===== src/rtl/rsc_pkg.sv =====
package rsc_pkg;

    typedef enum logic [2:0] {
        ST_SRC     = 3'd0,   // supply or pin source still active
        ST_SYSRST  = 3'd1,   // one cycle of internal reset after source release
        ST_HOLD    = 3'd2,   // low-power hold-off, oscillator off
        ST_OSCON   = 3'd3,   // one cycle with oscillator running
        ST_RUN     = 3'd4,   // CPU released
        ST_WD_RST  = 3'd5,   // watchdog internal reset cycle
        ST_WD_WAIT = 3'd6    // one extra cycle before CPU release
    } seq_state_e;

    typedef struct packed {
        logic por;
        logic ext;
        logic wdt;
    } cause_t;

    typedef struct packed {
        seq_state_e state;
    } seq_regs_t;

    typedef struct packed {
        logic   en;
        cause_t cause;
    } status_regs_t;

endpackage


===== src/rtl/rsc_sync.sv =====
module rsc_sync #(
    parameter int unsigned      WIDTH     = 2,
    parameter int unsigned      STAGES    = 2,
    parameter logic [WIDTH-1:0] RESET_VAL = '0
) (
    input  logic             clk_i,
    input  logic             arst_i,
    input  logic [WIDTH-1:0] d_i,
    output logic [WIDTH-1:0] q_o
);

    logic [WIDTH-1:0] stage_q [STAGES];

    for (genvar g = 0; g < STAGES; g++) begin : g_stage
        logic [WIDTH-1:0] stage_d;
        if (g == 0) begin : g_first
            assign stage_d = d_i;
        end else begin : g_next
            assign stage_d = stage_q[g-1];
        end
        always_ff @(posedge clk_i or posedge arst_i) begin
            if (arst_i) stage_q[g] <= RESET_VAL;
            else        stage_q[g] <= stage_d;
        end
    end

    assign q_o = stage_q[STAGES-1];

endmodule


===== src/rtl/rsc_timer.sv =====
module rsc_timer #(
    parameter int unsigned COUNT = 2048
) (
    input  logic clk_i,
    input  logic arst_i,
    input  logic load_i,
    input  logic run_i,
    output logic done_o
);

    localparam int unsigned CW = (COUNT > 1) ? $clog2(COUNT) : 1;

    logic [CW-1:0] cnt_d, cnt_q;

    always_comb begin
        cnt_d = cnt_q;
        if (load_i)                    cnt_d = CW'(COUNT - 1);
        else if (run_i && cnt_q != '0) cnt_d = cnt_q - 1'b1;
    end

    always_ff @(posedge clk_i or posedge arst_i) begin
        if (arst_i) cnt_q <= '0;
        else        cnt_q <= cnt_d;
    end

    assign done_o = (cnt_q == '0);

endmodule


===== src/rtl/rsc_status.sv =====
module rsc_status
    import rsc_pkg::*;
(
    input  logic   clk_i,
    input  logic   arst_i,
    input  logic   por_i,
    input  logic   ext_i,
    input  logic   full_seq_i,
    input  logic   wd_fire_i,
    input  logic   arm_i,
    output logic   wdt_en_o,
    output cause_t cause_o
);

    status_regs_t s_d, s_q;

    always_comb begin
        s_d = s_q;
        if (por_i || ext_i) begin
            s_d.en = 1'b0;
            if (full_seq_i) begin
                s_d.cause.por = s_q.cause.por | por_i;
                s_d.cause.ext = s_q.cause.ext | ext_i;
            end else begin
                s_d.cause.por = por_i;
                s_d.cause.ext = ext_i;
            end
            s_d.cause.wdt = 1'b0;
        end else begin
            if (arm_i)     s_d.en = 1'b1;
            if (wd_fire_i) s_d.cause = '{por: 1'b0, ext: 1'b0, wdt: 1'b1};
        end
    end

    always_ff @(posedge clk_i or posedge arst_i) begin
        if (arst_i) s_q <= '{en: 1'b0, cause: '{por: 1'b1, ext: 1'b0, wdt: 1'b0}};
        else        s_q <= s_d;
    end

    assign wdt_en_o = s_q.en;
    assign cause_o  = s_q.cause;

endmodule


===== src/rtl/rst_seq_ctrl.sv =====
module rst_seq_ctrl
    import rsc_pkg::*;
#(
    parameter int unsigned HOLDOFF_CYCLES = 2048,
    parameter int unsigned SYNC_STAGES    = 2
) (
    input  logic clk_slow_i,
    input  logic por_coarse_i,
    input  logic por_fine_i,
    input  logic ext_rst_i,
    input  logic wdt_expire_i,
    input  logic wdt_arm_i,
    output logic cpu_rst_o,
    output logic sys_rst_o,
    output logic osc_pd_o,
    output logic wdt_en_o,
    output logic cause_por_o,
    output logic cause_ext_o,
    output logic cause_wdt_o
);

    localparam logic [1:0] SYNC_RST = 2'b01;   // bit0 supply, bit1 pin

    // Supply detectors reset everything asynchronously; release is synchronized.
    logic       arst;
    logic [1:0] raw_src, sync_src;
    logic       por_s, ext_s, src_s;

    assign arst    = por_coarse_i | por_fine_i;
    assign raw_src = {ext_rst_i, 1'b0};

    rsc_sync #(
        .WIDTH     (2),
        .STAGES    (SYNC_STAGES),
        .RESET_VAL (SYNC_RST)
    ) u_sync (
        .clk_i  (clk_slow_i),
        .arst_i (arst),
        .d_i    (raw_src),
        .q_o    (sync_src)
    );

    assign por_s = sync_src[0];
    assign ext_s = sync_src[1];
    assign src_s = por_s | ext_s;

    seq_regs_t r_d, r_q;
    logic      hold_done, hold_load, hold_run;
    logic      wd_fire, full_seq, wdt_en;
    cause_t    cause;

    assign hold_load = (r_q.state == ST_SYSRST);
    assign hold_run  = (r_q.state == ST_HOLD);
    assign full_seq  = (r_q.state == ST_SRC)  || (r_q.state == ST_SYSRST) ||
                       (r_q.state == ST_HOLD) || (r_q.state == ST_OSCON);
    assign wd_fire   = (r_q.state == ST_RUN) && wdt_en && wdt_expire_i && !src_s;

    rsc_timer #(
        .COUNT (HOLDOFF_CYCLES)
    ) u_holdoff (
        .clk_i  (clk_slow_i),
        .arst_i (arst),
        .load_i (hold_load),
        .run_i  (hold_run),
        .done_o (hold_done)
    );

    rsc_status u_status (
        .clk_i      (clk_slow_i),
        .arst_i     (arst),
        .por_i      (por_s),
        .ext_i      (ext_s),
        .full_seq_i (full_seq),
        .wd_fire_i  (wd_fire),
        .arm_i      (wdt_arm_i),
        .wdt_en_o   (wdt_en),
        .cause_o    (cause)
    );

    always_comb begin
        r_d = r_q;
        unique case (r_q.state)
            ST_SRC:     r_d.state = ST_SYSRST;
            ST_SYSRST:  r_d.state = ST_HOLD;
            ST_HOLD:    if (hold_done) r_d.state = ST_OSCON;
            ST_OSCON:   r_d.state = ST_RUN;
            ST_RUN:     if (wd_fire) r_d.state = ST_WD_RST;
            ST_WD_RST:  r_d.state = ST_WD_WAIT;
            ST_WD_WAIT: r_d.state = ST_RUN;
            default:    r_d.state = ST_SRC;
        endcase
        if (src_s) r_d.state = ST_SRC;
    end

    always_ff @(posedge clk_slow_i or posedge arst) begin
        if (arst) r_q <= '{state: ST_SRC};
        else      r_q <= r_d;
    end

    assign cpu_rst_o   = (r_q.state != ST_RUN);
    assign sys_rst_o   = (r_q.state == ST_SRC) || (r_q.state == ST_SYSRST) ||
                         (r_q.state == ST_WD_RST);
    assign osc_pd_o    = (r_q.state == ST_SRC) || (r_q.state == ST_SYSRST) ||
                         (r_q.state == ST_HOLD);
    assign wdt_en_o    = wdt_en;
    assign cause_por_o = cause.por;
    assign cause_ext_o = cause.ext;
    assign cause_wdt_o = cause.wdt;

endmodule


===== config.mk =====
export PLATFORM = sky130hd
export DESIGN_NAME = rst_seq_ctrl
export DESIGN_NICKNAME = d
export VERILOG_FILES = /design/src/rtl/rsc_pkg.sv /design/src/rtl/rsc_sync.sv /design/src/rtl/rsc_timer.sv /design/src/rtl/rsc_status.sv /design/src/rtl/rst_seq_ctrl.sv
export SDC_FILE = /design/constraint.sdc
export NUM_CORES = 1
export LEC_CHECK = 0
export BUFFER_PORTS_ARGS = -buffer_cell sky130_fd_sc_hd__buf_2
export CAP_MARGIN = 20
export CELL_PAD_IN_SITES_DETAIL_PLACEMENT = 1
export CELL_PAD_IN_SITES_GLOBAL_PLACEMENT = 2
export CORE_AREA = 5 5 54 75
export CTS_CLUSTER_SIZE = 28
export DETAILED_ROUTE_END_ITERATION = 8
export DIE_AREA = 0 0 59 80
export PLACE_DENSITY = 0.76
export SLEW_MARGIN = 20
export SYNTH_ARGS = -nofsm -noshare
export SYNTH_HDL_FRONTEND = slang
export SYNTH_HIERARCHICAL = 1
export SYNTH_SLANG_ARGS = --single-unit

===== constraint.sdc =====
create_clock -name clk_slow_i -period 2.6 [get_ports clk_slow_i]
set_clock_uncertainty 0.05 [all_clocks]
set_input_delay 0.13 -clock clk_slow_i [delete_from_list [all_inputs] [get_ports clk_slow_i]]
set_output_delay 0.13 -clock clk_slow_i [all_outputs]
set_load 0.01 [all_outputs]

==> After elaboration in Yosys (flattened, before gate mapping) <==
Index checks and enable logic that the tools add are counted.
{ "word_totals": {"regBits": 22, "in_bits": 6, "out_inout_bits": 7, "elab_cells": 50} }
{ "op_classes": {"addsub": 1, "n_eq_ne": 9, "n_mux": 10, "bitwise_logic": 4, "reduce_logical": 18} }
{ "ops": {"columns": ["op", "count"], "rows": [
  ["$mux 11", 2],
  ["$pmux 3 s6", 1],
  ["$mux 3", 4],
  ["$logic_not 11->1", 1],
  ["$reduce_bool 11->1", 1],
  ["$sub 11x1->11 const B", 1],
  ["$eq 3x3->1 const B", 3],
  ["$eq 3x2->1 const B", 2],
  ["$ne 3x3->1 const B", 2],
  ["$reduce_bool 2->1", 3],
  ["$logic_or 1x1->1", 5],
  ["$logic_and 1x1->1", 4],
  ["$mux 4", 1],
  ["$or 1x1->1", 4],
  ["$eq 3x1->1 const B", 1],
  ["$logic_not 3->1", 1],
  ["$ne 3x2->1 const B", 1],
  ["$mux 2", 1],
  ["$reduce_and 2->1", 1],
  ["$reduce_or 2->1", 1],
  ["$logic_not 1->1", 1],
  ["$mux 1", 1]
]} }

==> Longest topological paths before layout <==
{ "logic_depth": {"depth_word": 7, "ltp_mapped": 7, "mapped_depth_nobuf": 6} }

==> Hierarchy <==
Netlist, hierarchy kept.
{ "modules_own_cells": {"columns": ["mod", "n_inst", "cells_per_inst", "area_per_inst_um2", "seq_area_each_um2"], "rows": [
  ["rsc_timer", 1, 61, 633.1, 275.3],
  ["rst_seq_ctrl", 1, 27, 232.7, 75.1],
  ["rsc_status", 1, 15, 165.2, 101.3],
  ["rsc_sync", 1, 5, 106.4, 102.6]
]} }

==> Least setup slack after synthesis <==
Ideal clock, no wire load.
{ "synth_path": {"path_type": "register to register", "startpoint": "register u_holdoff.cnt_q[2]", "endpoint": "register u_holdoff.cnt_q[9]", "setup_ps": 72, "arrival_time_ps": 1820, "required_time_ps": 2478, "slack_ps": 658, "stages_incl_launch_ff": 5, "path_buffers": 0, "period_less_slack_ps": 1942, "cell_sequence": "dfrtp_1 or4_4 or3_4 or4_1 nand3_1"} }
{ "synth_via": {"elab_chain_cells": 3, "elab_cells_between_ends": 6, "cone_classes": "add/sub (1); mux (2); reduce/logical (3)"} }
{ "synth_lines": {"columns": ["item", "line", "rtl"], "rows": [
  ["start, declared", "rsc_timer.sv:13", "logic [CW-1:0] cnt_d, cnt_q;"],
  ["start signal, assigned", "rsc_timer.sv:23", "else cnt_q <= cnt_d;"],
  ["$sub 11x1->11 / $reduce_bool 11->1 (equally long branches)", "rsc_timer.sv:18", "else if (run_i && cnt_q != '0) cnt_d = cnt_q - 1'b1;"],
  ["$mux 11 / $logic_and 1x1->1 (equally long branches)", "rsc_timer.sv:18", null],
  ["$mux 11 / $reduce_bool 2->1 (equally long branches)", null, null]
]} }
Several ways; a longest one is shown, not always the timed one. The select of a mux whose other input is x is not followed.
A chain may end at the register's enable or synchronous reset.

==> Worst setup path after layout <==
{ "layout_path": {"startpoint": "register u_holdoff.cnt_q[0]", "endpoint": "register u_holdoff.cnt_q[4]"} }
The elaborated chain is that of the path after synthesis.

==> parameters.txt <==
Parameter                              Value

Status
  Result of the run    completed

Floorplan
  Overall die width    around 59 um
  Number of core rows    25
  Die outline area    0.004720 sq mm
  Core region area    ~0.0033 sq mm
  Initial standard-cell utilization of the core    34.30%
  Number of placed I/O pins    13
  Die boundary height    80 um

Drt
  Violation count after the first detailed-routing iteration    24
  Detailed-route via count    approximately 870
  Count of unresolved DRC violations after routing    0
  Final wirelength    between 2 and 2.5 mm
  Detail Route Antenna Nets    0
  Count of TritonRoute iterations in the first routing pass    4
  Wire length per cell    about 14 um
  Avg Vias per Cell    5.190

STA
  Setup-failing EPs final    0
  Final hold violation count    0
  RSZ-0062 raised after global routing    no
  Worst slew margin    59.42%
  Number of pins with negative max-slew slack in the final report    0
  Post-layout minimum cycle time    approximately 2100 ps
  Slew at the pin with the worst max-slew slack    approximately 610 ps
  Final TNS setup    0 ps
  Fmax    approximately 470 MHz
  Final critical-path share of the clock period    between 80 and 90%

Worst setup path
  Maximum fanout encountered on the critical timing path    10
  Required time of the critical path    2690 ps
  Buffers and inverters on the worst path    1
  Crit-path leading delay family    simple AND/OR/NAND/NOR gates
  Worst Path Class, Setup    flop to flop
  Register-to-Register Setup Slack    450 ps
  CP peak stage delay    520 ps
  Startpoint Class    flop
  Slowest cell on the critical path    o41ai_4
  Crit path DAT    between 2000 and 2500 ps
  Capturing element type of the critical path    flop
  Cell breakdown of the critical path    inv_1, ha_1, or4b_4, o41ai_4, nor4_1, mux2i_1

Synthesis
  Adder-cell share of the synthesized area    approximately 1.1%
  Multiplexer share of the synthesized area    0.8801%
  Cells after Synth    approximately 110
  Compound-cell area share of the yosys netlist    13.97%
  Cell area after synthesis    0.001137 sq mm
  Avg Inst Size Synth    about 11 sq um
  Synth Area in XOR/XNOR    roughly 2.3%
  Basic-gate share of the synthesized area counting and, or, nand and nor cells    28.05%
  Yosys synthesis warning count    6
  Combinational family with the most area after synthesis    simple AND/OR/NAND/NOR gates
  Number of distinct library cells after synthesis    between 40 and 50
  Register area share after synthesis    a little under 50%
  Flop and latch count out of synthesis    22
  Synthesized netlist net count    about 120

Clock tree
  Total of cells resized after clock tree synthesis    0
  Later-pin clock latency in the skew report    roughly 260 ps
  Cell chosen for the clock root    clkbuf_8
  TritonCTS Sinks    22
  Number of buffers inserted to repair setup after CTS    0
  CTS tree    yes
  # H-tree levels    1
  CTS Hold Buffers Added    4
  Clock-pin slew on the worst setup and hold paths    80 ps
  Total CTS buffers    3
  Number of buffers on the longest clock path    2

Layout
  Filler cell count in the final layout    around 390
  Nets@finish    about 140
  Diode count    0
  Syn-to-layout area delta    19.14%
  Share of layout cells above drive strength 1    roughly a quarter

Placement
  Quantity of I/O buffers inserted on ports    12
  Placer's final routability congestion estimate    0.7928
  HPWL Detailed    approximately 1.9 mm

GRT
  GR Util All Layers    a little under an eighth
  First-pass GRT wire length    4.326 mm
  Global route total overflow    0
  Via count of the first global-routing pass    952
  Initial antenna violation count    0
  Largest net degree at the start of global routing    14

Power
  Power density of the placed cells    540.9 mW/mm^2
  Peak VDD IR    approximately 0.27 mV
  Leak pwr    slightly above 0.5 nW
  Design Power    ~730 uW

Run
  Max Cap Viol    0

Hold path
  Type of the tightest min-delay check    input port to flop
[routing by layer]
metal	track usage [%]	vias up	share of wire (%)
li1	-	420	-
met1	13.04	436	41
met2	21.57	12	54
met3	1.942	4	3.4
met4	5.442	0	1.3
met5	0	-	0
[layout by cell type (no fill, tap or decap), types with 2 or more instances in the layout]
cell / synthesis / routed
xnor2_1: 3 / 3
dfrtp_1: 19 / 19
or4_4: 2 / 2
inv_1: 10 / 10
or4_1: 3 / 3
or3_1: 3 / 3
nor2_1: 8 / 8
a31o_1: 2 / 2
nand3_1: 4 / 4
nor2b_1: 2 / 2
a21oi_1: 5 / 5
o31ai_1: 2 / 2
nand2b_1: 6 / 6
clkbuf_8: 0 / 3
buf_2: 0 / 12
nand2_1: 5 / 5
o21ai_1: 2 / 2
nor4_1: 2 / 2
or3b_1: 2 / 2
dfstp_2: 3 / 3
dlygate4sd3_1: 0 / 4
nor3_1: 3 / 3
[synth_stat cells]
master,n,area share [%]
a2111oi_2,1,1.3
nand2b_1,6,3.3
nand3_1,4,1.8
or4b_4,1,1.2
nor2b_1,2,1.1
a31oi_1,1,0.55
ha_1,1,1.1
a21bo_2,1,0.88
o31a_1,1,0.77
nor2_1,8,2.6
or3b_1,2,1.5
nand2_1,5,1.7
or3_4,1,0.99
conb_1,1,0.33
o21ai_0,1,0.44
a31o_1,2,1.5
o21ai_1,2,0.88
nand3b_1,1,0.66
or4_4,2,2.0
mux2i_1,1,0.88
a21boi_2,1,0.99
a211oi_1,1,0.66
buf_6,1,0.99
nor4b_2,1,1.3
o31ai_1,2,1.3
dfrtp_1,19,42
or2_2,1,0.55
nor4_1,2,1.1
clkinv_1,1,0.33
nor4_2,1,1.1
dfstp_2,3,6.9
nor3_1,3,1.3
or4_1,3,2.0
or3_2,1,0.66
or3_1,3,1.7
a21oi_1,5,2.2
xnor2_1,3,2.3
inv_1,10,3.3
nor3b_1,1,0.66
nor3_2,1,0.88
o41ai_4,1,2.4
[cell families (layout without fill, tap and decap cells)]
kind of cell,after synthesis,count (layout)
AOI/OAI and AO/OA,19,19
xor gates and xnor gates,3,3
adders and majority gates,1,1
buffers and inverters,12,32
DFF,22,22
muxes,1,1
other,1,1
and+or+nand+nor,49,49
[final timing paths]
path | startpoint | end | depth (start not counted)
max | u_holdoff/cnt_q[0] | u_holdoff/cnt_q[4] | 6
max in group asynchronous | por_fine_i | r_q[1] | 4
min reg2reg | u_sync/g_stage[1].stage_d[1] | u_sync/q_o[1] | 0
min | wdt_arm_i | u_status/wdt_en_o | 3
max reg2reg | u_holdoff/cnt_q[0] | u_holdoff/cnt_q[4] | 6
min in group asynchronous | por_coarse_i | u_sync/q_o[1] | 5
[worst reg2reg max path, stage by stage, from the launching register on]
cell and delay (ps):
dfrtp_1 390, inv_1 100, ha_1 170, or4b_4 510, o41ai_4 520, nor4_1 130
mux2i_1 150
[registers in the layout, indices dropped and copies added (netlist names)]
register	cells
u_holdoff/cnt_q	11
r_q	3
u_status/cause_o	3
u_sync/g_stage.stage_d	2
u_sync/q_o	2
u_status/wdt_en_o	1
[cell type report]
cell class,count,area [sq um],share of cell area (%)
clock buffer,3,41.29,3.047
clock inverter,1,30.03,2.216
inverter,11,41.29,3.047
multi-input combinational,74,530.5,39.15
sequential,22,554.3,40.90
tap,40,50.05,3.693
timing repair buffer,17,107.6,7.941
[through the flow]
step / worst slack (ps) / area (sq um) / hold WS [ps] / std cells / util (%)
3_5_place_dp: 454.7 / 1244 / 64.71 / 160 / 37.51
5_1_grt: 317.3 / 1355 / 114.2 / 168 / 40.87
4_1_cts: 444.6 / 1355 / 69.01 / 168 / 40.87
3_3_place_gp: 559.2 / 1244 / 51.12 / 160 / 37.51
2_1_floorplan: 658.0 / 1137 / -87.80 / 108 / -
6_report: 454.8 / 1355 / 74.13 / 168 / 40.87
[report_power, final]
group	switching [mW]	internal [mW]	total, mW	leakage [nW]
combinational	0.0296	0.0227	0.0522	0.235
sequential	0.0102	0.353	0.364	0.247
clock	0.111	0.206	0.317	0.0357
total	0.151	0.582	0.733	0.518
Note: power is estimated with default switching activity, not from simulation.
